`config.mk`:
```
export PLATFORM = sky130hd
export DESIGN_NAME = chain_diag_reader
export DESIGN_NICKNAME = d
export VERILOG_FILES = /design/src/rtl/cdr_pkg.sv /design/src/rtl/cdr_spi_engine.sv /design/src/rtl/cdr_frame_store.sv /design/src/rtl/cdr_chip_decode.sv /design/src/rtl/chain_diag_reader.sv
export SDC_FILE = /design/constraint.sdc
export NUM_CORES = 1
export LEC_CHECK = 0
export ABC_CLOCK_PERIOD_IN_PS = 2200
export BUFFER_PORTS_ARGS = -buffer_cell sky130_fd_sc_hd__buf_2
export CAP_MARGIN = 15
export CORE_AREA = 2 2 128 142
export CTS_CLUSTER_DIAMETER = 80
export DETAILED_ROUTE_END_ITERATION = 8
export DIE_AREA = 0 0 130 144
export PLACE_DENSITY_LB_ADDON = 0.25
export SYNTH_ARGS = -nofsm -noshare
export SYNTH_HDL_FRONTEND = slang
export SYNTH_SLANG_ARGS = --single-unit
```
`constraint.sdc`:
```
create_clock -name clk -period 2.2 [get_ports clk]
set_clock_uncertainty 0.05 [all_clocks]
set_input_delay 0.66 -clock clk [delete_from_list [all_inputs] [get_ports clk]]
set_output_delay 0.66 -clock clk [all_outputs]
set_load 0.02 [all_outputs]
```
`src/rtl/cdr_pkg.sv`:
```
package cdr_pkg;

  typedef enum logic [1:0] {
    ENG_IDLE,
    ENG_SHIFT,
    ENG_CLOSE
  } eng_state_e;

  // 5-bit check value over one byte, generator x^5+x^4+x^2+1, aligned
  // to the top of an 8-bit register, zero start, high bit first.
  function automatic logic [4:0] crc5_of(input logic [7:0] d);
    logic [7:0] c;
    c = d;
    for (int b = 0; b < 8; b++) begin
      c = {c[6:0], 1'b0} ^ (c[7] ? 8'hA8 : 8'h00);
    end
    return c[7:3];
  endfunction

endpackage

```
`src/rtl/cdr_spi_engine.sv`:
```
module cdr_spi_engine
  import cdr_pkg::*;
#(
  parameter int HALF_DIV  = 2,
  parameter int MAX_BYTES = 8,
  localparam int NB_W     = $clog2(MAX_BYTES + 1),
  localparam int DIV_W    = (HALF_DIV > 1) ? $clog2(HALF_DIV) : 1
) (
  input  logic            clk,
  input  logic            rst_n,
  input  logic            go_i,
  input  logic [NB_W-1:0] nbytes_i,
  input  logic            miso_i,
  output logic            sclk_o,
  output logic            cs_n_o,
  output logic            busy_o,
  output logic            byte_vld_o,
  output logic [7:0]      byte_o,
  output logic [NB_W-1:0] byte_idx_o,
  output logic            end_o
);

  eng_state_e      state_q;
  logic [DIV_W-1:0] div_q;
  logic [2:0]      bit_q;
  logic [NB_W-1:0] byte_cnt_q;
  logic [NB_W-1:0] nbytes_q;
  logic [7:0]      sh_q;
  logic            half_done;

  assign half_done = (div_q == DIV_W'(HALF_DIV - 1));
  assign busy_o    = (state_q != ENG_IDLE);

  always_ff @(posedge clk or negedge rst_n) begin
    if (!rst_n) begin
      state_q    <= ENG_IDLE;
      div_q      <= '0;
      bit_q      <= '0;
      byte_cnt_q <= '0;
      nbytes_q   <= '0;
      sh_q       <= '0;
      sclk_o     <= 1'b0;
      cs_n_o     <= 1'b1;
      byte_vld_o <= 1'b0;
      byte_o     <= '0;
      byte_idx_o <= '0;
      end_o      <= 1'b0;
    end else begin
      byte_vld_o <= 1'b0;
      end_o      <= 1'b0;
      case (state_q)
        ENG_IDLE: begin
          if (go_i) begin
            state_q    <= ENG_SHIFT;
            cs_n_o     <= 1'b0;
            sclk_o     <= 1'b0;
            div_q      <= '0;
            bit_q      <= '0;
            byte_cnt_q <= '0;
            nbytes_q   <= nbytes_i;
          end
        end
        ENG_SHIFT: begin
          if (half_done) begin
            div_q <= '0;
            if (!sclk_o) begin
              sclk_o <= 1'b1;
              sh_q   <= {sh_q[6:0], miso_i};
            end else begin
              sclk_o <= 1'b0;
              bit_q  <= bit_q + 3'd1;
              if (bit_q == 3'd7) begin
                byte_vld_o <= 1'b1;
                byte_o     <= sh_q;
                byte_idx_o <= byte_cnt_q;
                byte_cnt_q <= byte_cnt_q + NB_W'(1);
                if (byte_cnt_q == nbytes_q - NB_W'(1)) begin
                  state_q <= ENG_CLOSE;
                end
              end
            end
          end else begin
            div_q <= div_q + DIV_W'(1);
          end
        end
        ENG_CLOSE: begin
          cs_n_o  <= 1'b1;
          end_o   <= 1'b1;
          state_q <= ENG_IDLE;
        end
        default: state_q <= ENG_IDLE;
      endcase
    end
  end


  sclk_idle_low_chk: assert property (@(posedge clk) disable iff (!rst_n)
    cs_n_o |-> !sclk_o);


  byte_in_frame_chk: assert property (@(posedge clk) disable iff (!rst_n)
    byte_vld_o |-> (byte_idx_o < nbytes_q));


  cs_rise_after_fall_chk: assert property (@(posedge clk) disable iff (!rst_n)
    $rose(cs_n_o) |-> $past(!sclk_o));

endmodule

```
`src/rtl/cdr_frame_store.sv`:
```
module cdr_frame_store #(
  parameter int MAX_CHIPS = 4,
  localparam int NB_W     = $clog2(2 * MAX_CHIPS + 1),
  localparam int IN_W     = 8 * MAX_CHIPS
) (
  input  logic            clk,
  input  logic            rst_n,
  input  logic            clear_i,
  input  logic            mode16_i,
  input  logic            byte_vld_i,
  input  logic [7:0]      byte_i,
  input  logic [NB_W-1:0] byte_idx_i,
  output logic [IN_W-1:0] in_bytes_o,
  output logic [IN_W-1:0] st_bytes_o
);

  logic [NB_W-1:0] chip_sel;
  logic            is_status;

  assign chip_sel  = mode16_i ? (byte_idx_i >> 1) : byte_idx_i;
  assign is_status = mode16_i & byte_idx_i[0];

  for (genvar g = 0; g < MAX_CHIPS; g++) begin : g_chip
    logic hit;
    assign hit = byte_vld_i && (chip_sel == NB_W'(g));

    always_ff @(posedge clk or negedge rst_n) begin
      if (!rst_n) begin
        in_bytes_o[8*g +: 8] <= '0;
        st_bytes_o[8*g +: 8] <= '0;
      end else if (clear_i) begin
        in_bytes_o[8*g +: 8] <= '0;
        st_bytes_o[8*g +: 8] <= '0;
      end else if (hit) begin
        if (is_status) st_bytes_o[8*g +: 8] <= byte_i;
        else           in_bytes_o[8*g +: 8] <= byte_i;
      end
    end
  end


  status_slot_chk: assert property (@(posedge clk) disable iff (!rst_n)
    (byte_vld_i && !mode16_i) |=> $stable(st_bytes_o));

endmodule

```
`src/rtl/cdr_chip_decode.sv`:
```
module cdr_chip_decode
  import cdr_pkg::*;
#(
  parameter int MAX_CHIPS = 4,
  localparam int IN_W     = 8 * MAX_CHIPS
) (
  input  logic [IN_W-1:0]      in_bytes_i,
  input  logic [IN_W-1:0]      st_bytes_i,
  input  logic [MAX_CHIPS-1:0] pins_i,
  input  logic [MAX_CHIPS-1:0] en_i,
  input  logic                 mode16_i,
  input  logic                 ign_uv_i,
  output logic [IN_W-1:0]      inputs_o,
  output logic [MAX_CHIPS-1:0] crc_o,
  output logic [MAX_CHIPS-1:0] ot_o,
  output logic [MAX_CHIPS-1:0] uva_o,
  output logic [MAX_CHIPS-1:0] uvw_o,
  output logic [MAX_CHIPS-1:0] flt_o,
  output logic [MAX_CHIPS-1:0] fing_o
);

  for (genvar g = 0; g < MAX_CHIPS; g++) begin : g_chip
    logic [7:0] in_b;
    logic [7:0] st_b;
    logic       stat_ok;
    logic       uv_ok;

    assign in_b    = in_bytes_i[8*g +: 8];
    assign st_b    = st_bytes_i[8*g +: 8];
    assign stat_ok = en_i[g] & mode16_i;
    assign uv_ok   = stat_ok & ~ign_uv_i;

    always_comb begin
      inputs_o[8*g +: 8] = en_i[g] ? in_b : 8'h00;
      crc_o[g]  = stat_ok & (st_b[7:3] != crc5_of(in_b));
      ot_o[g]   = stat_ok & st_b[1];
      uva_o[g]  = uv_ok & ~st_b[2];
      uvw_o[g]  = uv_ok & ~st_b[0];
      flt_o[g]  = en_i[g] & ~ign_uv_i & pins_i[g];
      fing_o[g] = flt_o[g] | crc_o[g] | ot_o[g] | uva_o[g];
    end
  end

endmodule

```
`src/rtl/chain_diag_reader.sv`:
```
module chain_diag_reader
  import cdr_pkg::*;
#(
  parameter int MAX_CHIPS = 4,
  parameter int HALF_DIV  = 2,
  localparam int CNT_W    = $clog2(MAX_CHIPS + 1),
  localparam int NB_W     = $clog2(2 * MAX_CHIPS + 1),
  localparam int IN_W     = 8 * MAX_CHIPS
) (
  input  logic                 clk,
  input  logic                 rst_n,
  input  logic                 start_i,
  input  logic [CNT_W-1:0]     chips_i,
  input  logic                 mode16_i,
  input  logic                 ign_uv_i,
  input  logic                 fault_shared_i,
  input  logic [MAX_CHIPS-1:0] fault_pin_i,
  input  logic                 miso_i,
  output logic                 sclk_o,
  output logic                 cs_n_o,
  output logic                 busy_o,
  output logic                 done_o,
  output logic [IN_W-1:0]      inputs_o,
  output logic [MAX_CHIPS-1:0] crc_err_o,
  output logic [MAX_CHIPS-1:0] over_temp_o,
  output logic [MAX_CHIPS-1:0] uv_alarm_o,
  output logic [MAX_CHIPS-1:0] uv_warn_o,
  output logic [MAX_CHIPS-1:0] fault_o,
  output logic [MAX_CHIPS-1:0] faulting_o
);

  logic                 go;
  logic [CNT_W-1:0]     n_eff;
  logic [NB_W-1:0]      nb_one;
  logic [NB_W-1:0]      nbytes;
  logic [MAX_CHIPS-1:0] mask_in;
  logic                 mode_q, ign_q, shr_q;
  logic [MAX_CHIPS-1:0] mask_q;
  logic                 byte_vld;
  logic [7:0]           byte_d;
  logic [NB_W-1:0]      byte_idx;
  logic                 eng_end;
  logic [IN_W-1:0]      in_bytes, st_bytes, d_inputs;
  logic [MAX_CHIPS-1:0] pins_eff;
  logic [MAX_CHIPS-1:0] d_crc, d_ot, d_uva, d_uvw, d_flt, d_fing;

  assign go = start_i & ~busy_o;

  always_comb begin
    if (chips_i == '0)                        n_eff = CNT_W'(1);
    else if (chips_i > CNT_W'(MAX_CHIPS))     n_eff = CNT_W'(MAX_CHIPS);
    else                                      n_eff = chips_i;
  end

  assign nb_one = NB_W'(n_eff);
  assign nbytes = mode16_i ? (nb_one << 1) : nb_one;

  always_comb begin
    for (int i = 0; i < MAX_CHIPS; i++) begin
      mask_in[i] = (i < int'(n_eff));
    end
  end

  always_ff @(posedge clk or negedge rst_n) begin
    if (!rst_n) begin
      mode_q <= 1'b0;
      ign_q  <= 1'b0;
      shr_q  <= 1'b0;
      mask_q <= '0;
    end else if (go) begin
      mode_q <= mode16_i;
      ign_q  <= ign_uv_i;
      shr_q  <= fault_shared_i;
      mask_q <= mask_in;
    end
  end

  cdr_spi_engine #(
    .HALF_DIV  (HALF_DIV),
    .MAX_BYTES (2 * MAX_CHIPS)
  ) eng_i (
    .clk        (clk),
    .rst_n      (rst_n),
    .go_i       (go),
    .nbytes_i   (nbytes),
    .miso_i     (miso_i),
    .sclk_o     (sclk_o),
    .cs_n_o     (cs_n_o),
    .busy_o     (busy_o),
    .byte_vld_o (byte_vld),
    .byte_o     (byte_d),
    .byte_idx_o (byte_idx),
    .end_o      (eng_end)
  );

  cdr_frame_store #(
    .MAX_CHIPS (MAX_CHIPS)
  ) store_i (
    .clk        (clk),
    .rst_n      (rst_n),
    .clear_i    (go),
    .mode16_i   (mode_q),
    .byte_vld_i (byte_vld),
    .byte_i     (byte_d),
    .byte_idx_i (byte_idx),
    .in_bytes_o (in_bytes),
    .st_bytes_o (st_bytes)
  );

  assign pins_eff = shr_q ? {MAX_CHIPS{fault_pin_i[0]}} : fault_pin_i;

  cdr_chip_decode #(
    .MAX_CHIPS (MAX_CHIPS)
  ) dec_i (
    .in_bytes_i (in_bytes),
    .st_bytes_i (st_bytes),
    .pins_i     (pins_eff),
    .en_i       (mask_q),
    .mode16_i   (mode_q),
    .ign_uv_i   (ign_q),
    .inputs_o   (d_inputs),
    .crc_o      (d_crc),
    .ot_o       (d_ot),
    .uva_o      (d_uva),
    .uvw_o      (d_uvw),
    .flt_o      (d_flt),
    .fing_o     (d_fing)
  );

  always_ff @(posedge clk or negedge rst_n) begin
    if (!rst_n) begin
      done_o      <= 1'b0;
      inputs_o    <= '0;
      crc_err_o   <= '0;
      over_temp_o <= '0;
      uv_alarm_o  <= '0;
      uv_warn_o   <= '0;
      fault_o     <= '0;
      faulting_o  <= '0;
    end else begin
      done_o <= eng_end;
      if (eng_end) begin
        inputs_o    <= d_inputs;
        crc_err_o   <= d_crc;
        over_temp_o <= d_ot;
        uv_alarm_o  <= d_uva;
        uv_warn_o   <= d_uvw;
        fault_o     <= d_flt;
        faulting_o  <= d_fing;
      end
    end
  end


  busy_start_ignored_chk: assert property (@(posedge clk) disable iff (!rst_n)
    (busy_o && start_i) |=> ($stable(mode_q) && $stable(mask_q) && $stable(ign_q)));


  done_single_chk: assert property (@(posedge clk) disable iff (!rst_n)
    done_o |=> !done_o);


  results_hold_chk: assert property (@(posedge clk) disable iff (!rst_n)
    !done_o |-> ($stable(faulting_o) && $stable(inputs_o) && $stable(fault_o)));


  ignore_uv_chk: assert property (@(posedge clk) disable iff (!rst_n)
    (done_o && ign_q) |-> (uv_alarm_o == '0 && uv_warn_o == '0 && fault_o == '0));


  single_byte_flags_chk: assert property (@(posedge clk) disable iff (!rst_n)
    (done_o && !mode_q) |-> (crc_err_o == '0 && over_temp_o == '0 && uv_alarm_o == '0));


  absent_chip_chk: assert property (@(posedge clk) disable iff (!rst_n)
    done_o |-> ((faulting_o & ~mask_q) == '0));

endmodule

```
Word-level counts from Yosys, hierarchy flattened:

Cells that the tools add are included.

* bits of input ports: 14
* flip-flop bits (word level): 166
* logic and storage cells: 265
* output and inout bits: 60

* reduce and logical (&&, ||, !) cells: 32
* mux-type cells: 86
* $lt $le $gt $ge: 5
* equality and inequality tests: 17
* bitwise gates (word level): 89
* add/sub/neg operators: 4

Operator list (count)
* $mux 8: 54
* $xor 8x8->8: 32
* $and 1x1->1: 34
* $mux 4: 7
* $reduce_and 2->1: 11
* $ne 5x5->1: 4
* $reduce_bool 2->1: 8
* $mux 3: 5
* $or 1x1->1: 12
* $not 1->1: 11
* $mux 2: 5
* $ne 2x1->1 const B: 5
* $reduce_and 5->1: 2
* $mux 1: 9
* $eq 4x2->1 const B: 2
* $pmux 4 s2: 1
* $reduce_and 4->1: 2
* $lt 1x3->1 const A: 2
* $lt 2x3->1 const A: 2
* $pmux 1 s2: 3
* $pmux 3 s2: 1
* $reduce_and 3->1: 2
* $add 4x1->4 const B: 1
* $eq 4x1->1 const B: 1
* other kinds (14): 17

Logic depth before layout (Yosys ltp):

* depth in word-level cells: 21
* mapped depth: 8
* mapped depth without buffers: 7

By module:

From an unflattened synthesis, not the netlist that was laid out.

* cells, all modules: 716
* area, all modules: 8443.1 µm²

By module, submodules not included
* cdr_frame_store: seq. area each 1601.5 µm², times used 1, cells an instance 263, area an instance 2897.8 µm²
* chain_diag_reader: seq. area each 1601.5 µm², times used 1, cells an instance 153, area an instance 2617.5 µm²
* cdr_spi_engine: seq. area each 952.2 µm², times used 1, cells an instance 130, area an instance 1706.6 µm²
* cdr_chip_decode: seq. area each 0.0 µm², times used 1, cells an instance 170, area an instance 1221.2 µm²

Worst setup path after synthesis:

No wires, ideal clock.

* path kind: register to register
* from: reg store_i.in_bytes_o[13]
* to: reg faulting_o[1]
* cell stages (with the launch flop): 7
* path slack: 0.366 ns
* period minus slack after synthesis: 1.834 ns
* arrival: 1.652 ns
* path buffers: 0
* library setup time: 0.132 ns
* required time: 2.018 ns
* cell sequence: dfrtp_1 > xnor3_1 > xor2_1 > and3_1 > a22oi_1 > a211oi_2 > a21oi_1

* longest elaborated chain between the ends: 19

RTL lines
* start, declared: RTL line cdr_frame_store.sv:13 `output logic [IN_W-1:0] in_bytes_o,`
* start signal, assigned by index: RTL line cdr_frame_store.sv:36 `else in_bytes_o[8*g +: 8] <= byte_i;`
* $xor 8x8->8 * (2 in a row): RTL line cdr_pkg.sv:15 `c = {c[6:0], 1'b0} ^ (c[7] ? 8'hA8 : 8'h00);`
* $mux 8 *: RTL line cdr_pkg.sv:15
* $xor 8x8->8 *: RTL line cdr_pkg.sv:15
* $mux 8: RTL line cdr_pkg.sv:15
* $xor 8x8->8 *: RTL line cdr_pkg.sv:15
* $mux 8: RTL line cdr_pkg.sv:15
* $xor 8x8->8 *: RTL line cdr_pkg.sv:15
* $mux 8: RTL line cdr_pkg.sv:15
* $xor 8x8->8 *: RTL line cdr_pkg.sv:15
* $mux 8: RTL line cdr_pkg.sv:15
* $xor 8x8->8 *: RTL line cdr_pkg.sv:15
* $mux 8: RTL line cdr_pkg.sv:15
* $xor 8x8->8 *: RTL line cdr_pkg.sv:15
* $ne 5x5->1 *: RTL line cdr_chip_decode.sv:35 `crc_o[g] = stat_ok & (st_b[7:3] != crc5_of(in_b));`
* $and 1x1->1 *: RTL line cdr_chip_decode.sv:35
* $or 1x1->1 * (3 in a row): RTL line cdr_chip_decode.sv:40 `fing_o[g] = flt_o[g] | crc_o[g] | ot_o[g] | uva_o[g];`
* end signal, assigned: RTL line chain_diag_reader.sv:149 `faulting_o <= d_fing;`
* end, declared: RTL line chain_diag_reader.sv:29 `output logic [MAX_CHIPS-1:0] faulting_o`

Mark *: on every way between the ends. The rest lies on a longest branch, timed or not.
A chain may end at the register's enable or synchronous reset.

Worst setup path in the final report:

* from: reg store_i.in_bytes_o[21]
* to: reg faulting_o[2]

Same word-level chain as after synthesis.

==> results.sh <==
export IMPL_cp_start_kind="flop"
export IMPL_synth_top_family_by_area="multiplexers"
export IMPL_ys_seq_elements=166
export IMPL_grt_ovfl_total=0
export IMPL_drive_gt1_share_pct=28.9
export IMPL_peakVddDrop_mv=0.542
export IMPL_drc=0
export IMPL_cts_buffer_depth=2
export IMPL_post_cts_buffers=0
export IMPL_mostFrequentLayoutCells="dfrtp_1 (164), mux2_2 (81), nand2_1 (74)"
export IMPL_rows=51
export IMPL_cts_num_sinks=166
export IMPL_dieArea_um2=18700
export IMPL_status="finished, final reports clean"
export IMPL_grt_pass1_wl_um=27300
export IMPL_area_delta_synth_final_pct=16.9
export IMPL_io_buffers=73
export IMPL_crit_cells=6
export IMPL_crit_chain="xnor2_2 -> xnor3_1 -> nor4_1 -> nor3_1 -> and4b_1 -> a21oi_1"
export IMPL_yosysWarnings=0
export IMPL_netlist_area_um2=7670
export IMPL_tightest_slew_ns=0.566
export IMPL_grtUsageMet2_pct=32.1
export IMPL_netlist_top_cells_area="dfrtp_1 (54%), mux2_2 (12%), xnor2_1 (4.5%), nand2_1 (3.6%), o21ai_0 (3.0%)"
export IMPL_max_freq_mhz=490
export IMPL_die_y_um=144
export IMPL_critical_path_peak_fanout=4
export IMPL_ctsHoldBuffers=0
export IMPL_initialDrtViolationCount=343
export IMPL_ff_latch_area_um2=4160
export IMPL_cts_buffers_inserted=17
export IMPL_viasPerCell=5.15
export IMPL_hold_viol_final=0
export IMPL_crit_start="store_i.in_bytes_o[21]"
export IMPL_synth_edff_count=0
export IMPL_fin_nets=790
export IMPL_synthAdderAreaFrac_pct=0.652
export IMPL_syn_avg_cell_area_um2=11.1
export IMPL_r2r_slack_ns=0.16
export IMPL_clk_pin_slew_ns=0.06
export IMPL_multi_input_area_um2=3190
export IMPL_crit_path_end_kind="flop"
export IMPL_drv_slew=0
export IMPL_diodes=0
export IMPL_post_synth_mux_area_share_pct=12.7
export IMPL_wl_per_cell_um=16.5
export IMPL_timing_critical_path_slowest_cell_delay_ns=0.44
export IMPL_synth_seq_area_share_pct=54.2
export IMPL_setup_tns_ns=0
export IMPL_final_area_um2=8970
export IMPL_layout_min_cycle_time_ns=2.04
export IMPL_cp_required_ns=2.46
export IMPL_maxSlewHeadroom_pct=62.3
export IMPL_yosysUniqueCellTypes=57
export IMPL_track_usage_pct=19.2
export IMPL_use_met1_pct=23.8
export IMPL_path_class="reg2reg"
export IMPL_worst_path_buf_inv=0
export IMPL_ys_async_sr_fraction_pct=100
export IMPL_antenna_left=0
export IMPL_dieWidth_um=130
export IMPL_crit_family="simple AND/OR/NAND/NOR gates"
export IMPL_maxCapViolations=0
export IMPL_start_util_pct=44.0
export IMPL_busiest_layer="met2"
export IMPL_core_area_um2=17400
export IMPL_p_leak_nw=4.29
export IMPL_antenna_found_initial=0
export IMPL_rsz0062_at_grt="no"
export IMPL_num_vias=5258
export IMPL_first_pass_iters=4
export IMPL_io_pins=74
export IMPL_crit_arrival_ns=2.30
export IMPL_cts_tree="done"
export IMPL_postCtsResizedCells=0
export IMPL_ys_flop_type="dfrtp_1"
export IMPL_gp_congestion=0.818
export IMPL_regToRegEndpoint="faulting_o[2]"
export IMPL_cts_htree_levels=4
export IMPL_yosysTopAreaCellShare_pct=53.8
export IMPL_use_met3_pct=4.33
export IMPL_synth_compound_area_share_pct=7.58
export IMPL_synth_xor_area_share_pct=8.14
export IMPL_clockRootBuffer="clkbuf_16"
export IMPL_fin_crit_sh_pct=92.8
export IMPL_dp_hpwl_um=11900
export IMPL_finalPower_mw=6.16
export IMPL_wirelength_um=16900
export IMPL_clk_latency_ns=0.42
export IMPL_hold_class="in2async"
export IMPL_worst_r2r_cell_count=6
export IMPL_critPathSlowestCell="dfrtp_1"
export IMPL_place_area_um2=8400
export IMPL_yosysTopAreaCell="dfrtp_1"
export IMPL_grt_max_degree=58
export IMPL_fill_cells=1540
export IMPL_setup_viol=0
export IMPL_synth_cells=694
export IMPL_syn_num_nets=712
export IMPL_powerDensity_nw_per_um2=686
export IMPL_r2r_start="store_i.in_bytes_o[21]"
export IMPL_grt_pass1_vias=5323
export IMPL_endpoint="faulting_o[2]"
export IMPL_yosys_area_share_simple_pct=12.5
export IMPL_layout_commonest_cell="dfrtp_1"
[state kept, by name (all words and copies together) (netlist names), 3 cells and up]
name	count
eng_i.byte_o	8
mask_q	4
eng_i.nbytes_q	4
eng_i.bit_q	3
fault_o	4
inputs_o	32
eng_i.sh_q	8
faulting_o	4
uv_warn_o	4
crc_err_o	4
eng_i.byte_idx_o	4
store_i.st_bytes_o	32
eng_i.byte_cnt_q	4
store_i.in_bytes_o	32
uv_alarm_o	4
over_temp_o	4
[stage by stage]
stage               setup WS (ns)  instances  utilization, %  hold slack [ns]
floorplan                   0.366        694               -            0.314
global placement            0.230        991            48.2            0.402
detailed placement          0.163        991            48.2            0.404
CTS                         0.154       1021            51.5            0.137
global route               0.0875       1021            51.5            0.153
finish                      0.159       1021            51.5            0.133
[cells by family after synthesis]
logic type | count (synthesis)
xor+xnor | 64
fa+ha+maj | 4
mux | 87
buf+inv | 85
compound gates | 90
flops | 166
simple gates | 198
[Yosys cell counts, types with 2 or more instances]
master    instances
nor2_1           22
o21ai_0          46
xor2_1           19
xnor3_1           3
mux2_2           81
nor3_1           18
a211oi_2          2
ha_1              4
nor3b_1           3
buf_1            11
or3_1             3
dfrtp_1         165
a22o_1            2
xnor2_2           2
a21o_1            2
and2_1           10
nand3b_1          4
buf_2             2
a31oi_1           5
nand4_1           3
nor2b_1           3
and3_1            2
mux2i_1           5
nand2_1          74
nand3_1          41
nand2b_1          6
xnor2_1          39
o22ai_1           8
a21oi_1           8
o21ai_2           5
clkbuf_1         23
inv_1            48
[worst reg2reg max path, delay by kind of cell, from the launching register on]
family,cells,cell delay [ns]
AO/OA/AOI/OAI,1,0.09
XOR/XNOR,2,0.62
flip-flops,1,0.44
AND/OR/NAND/NOR,3,0.72
[report_power, final]
part | switching [mW] | total (mW) | internal (mW) | leakage (nW)
Clock | 1.14 | 2.87 | 1.74 | 0.277
Sequential | 0.0156 | 3.09 | 3.07 | 2.21
Combinational | 0.127 | 0.192 | 0.0658 | 1.81
Total | 1.28 | 6.16 | 4.88 | 4.29
[layer usage]
layer  vias to the layer above  wire (um)
met1                      2615       7180
met2                       103       8710
met5                         -          0
li1                       2510          -
met4                         0        437
met3                        30        551
[final cells by class]
| class | instances | share of cell area, % |
|---|---|---|
| Multi-Input combinational cell | 443 | 35.6 |
| Clock inverter | 9 | 1.14 |
| Clock buffer | 21 | 5.25 |
| Sequential cell | 166 | 46.3 |
| Inverter | 48 | 2.01 |
| Timing Repair Buffer | 96 | 6.35 |
| Tap cell | 238 | 3.32 |
[how the worst min path moves through the flow]
stage / from / endpoint / slack, ns / depth (start not counted)
after CTS: rst_n / inputs_o[5] / 0.14 / 1
after detailed placement: eng_i.byte_o[7] / eng_i.byte_o[7] / 0.40 / 2
final: rst_n / inputs_o[6] / 0.13 / 1
after floorplan: rst_n / crc_err_o[0] / 0.31 / 0
after global placement: eng_i.byte_o[7] / eng_i.byte_o[7] / 0.40 / 2
after global routing: rst_n / inputs_o[5] / 0.15 / 1
Note: power is estimated with default switching activity, not from simulation.
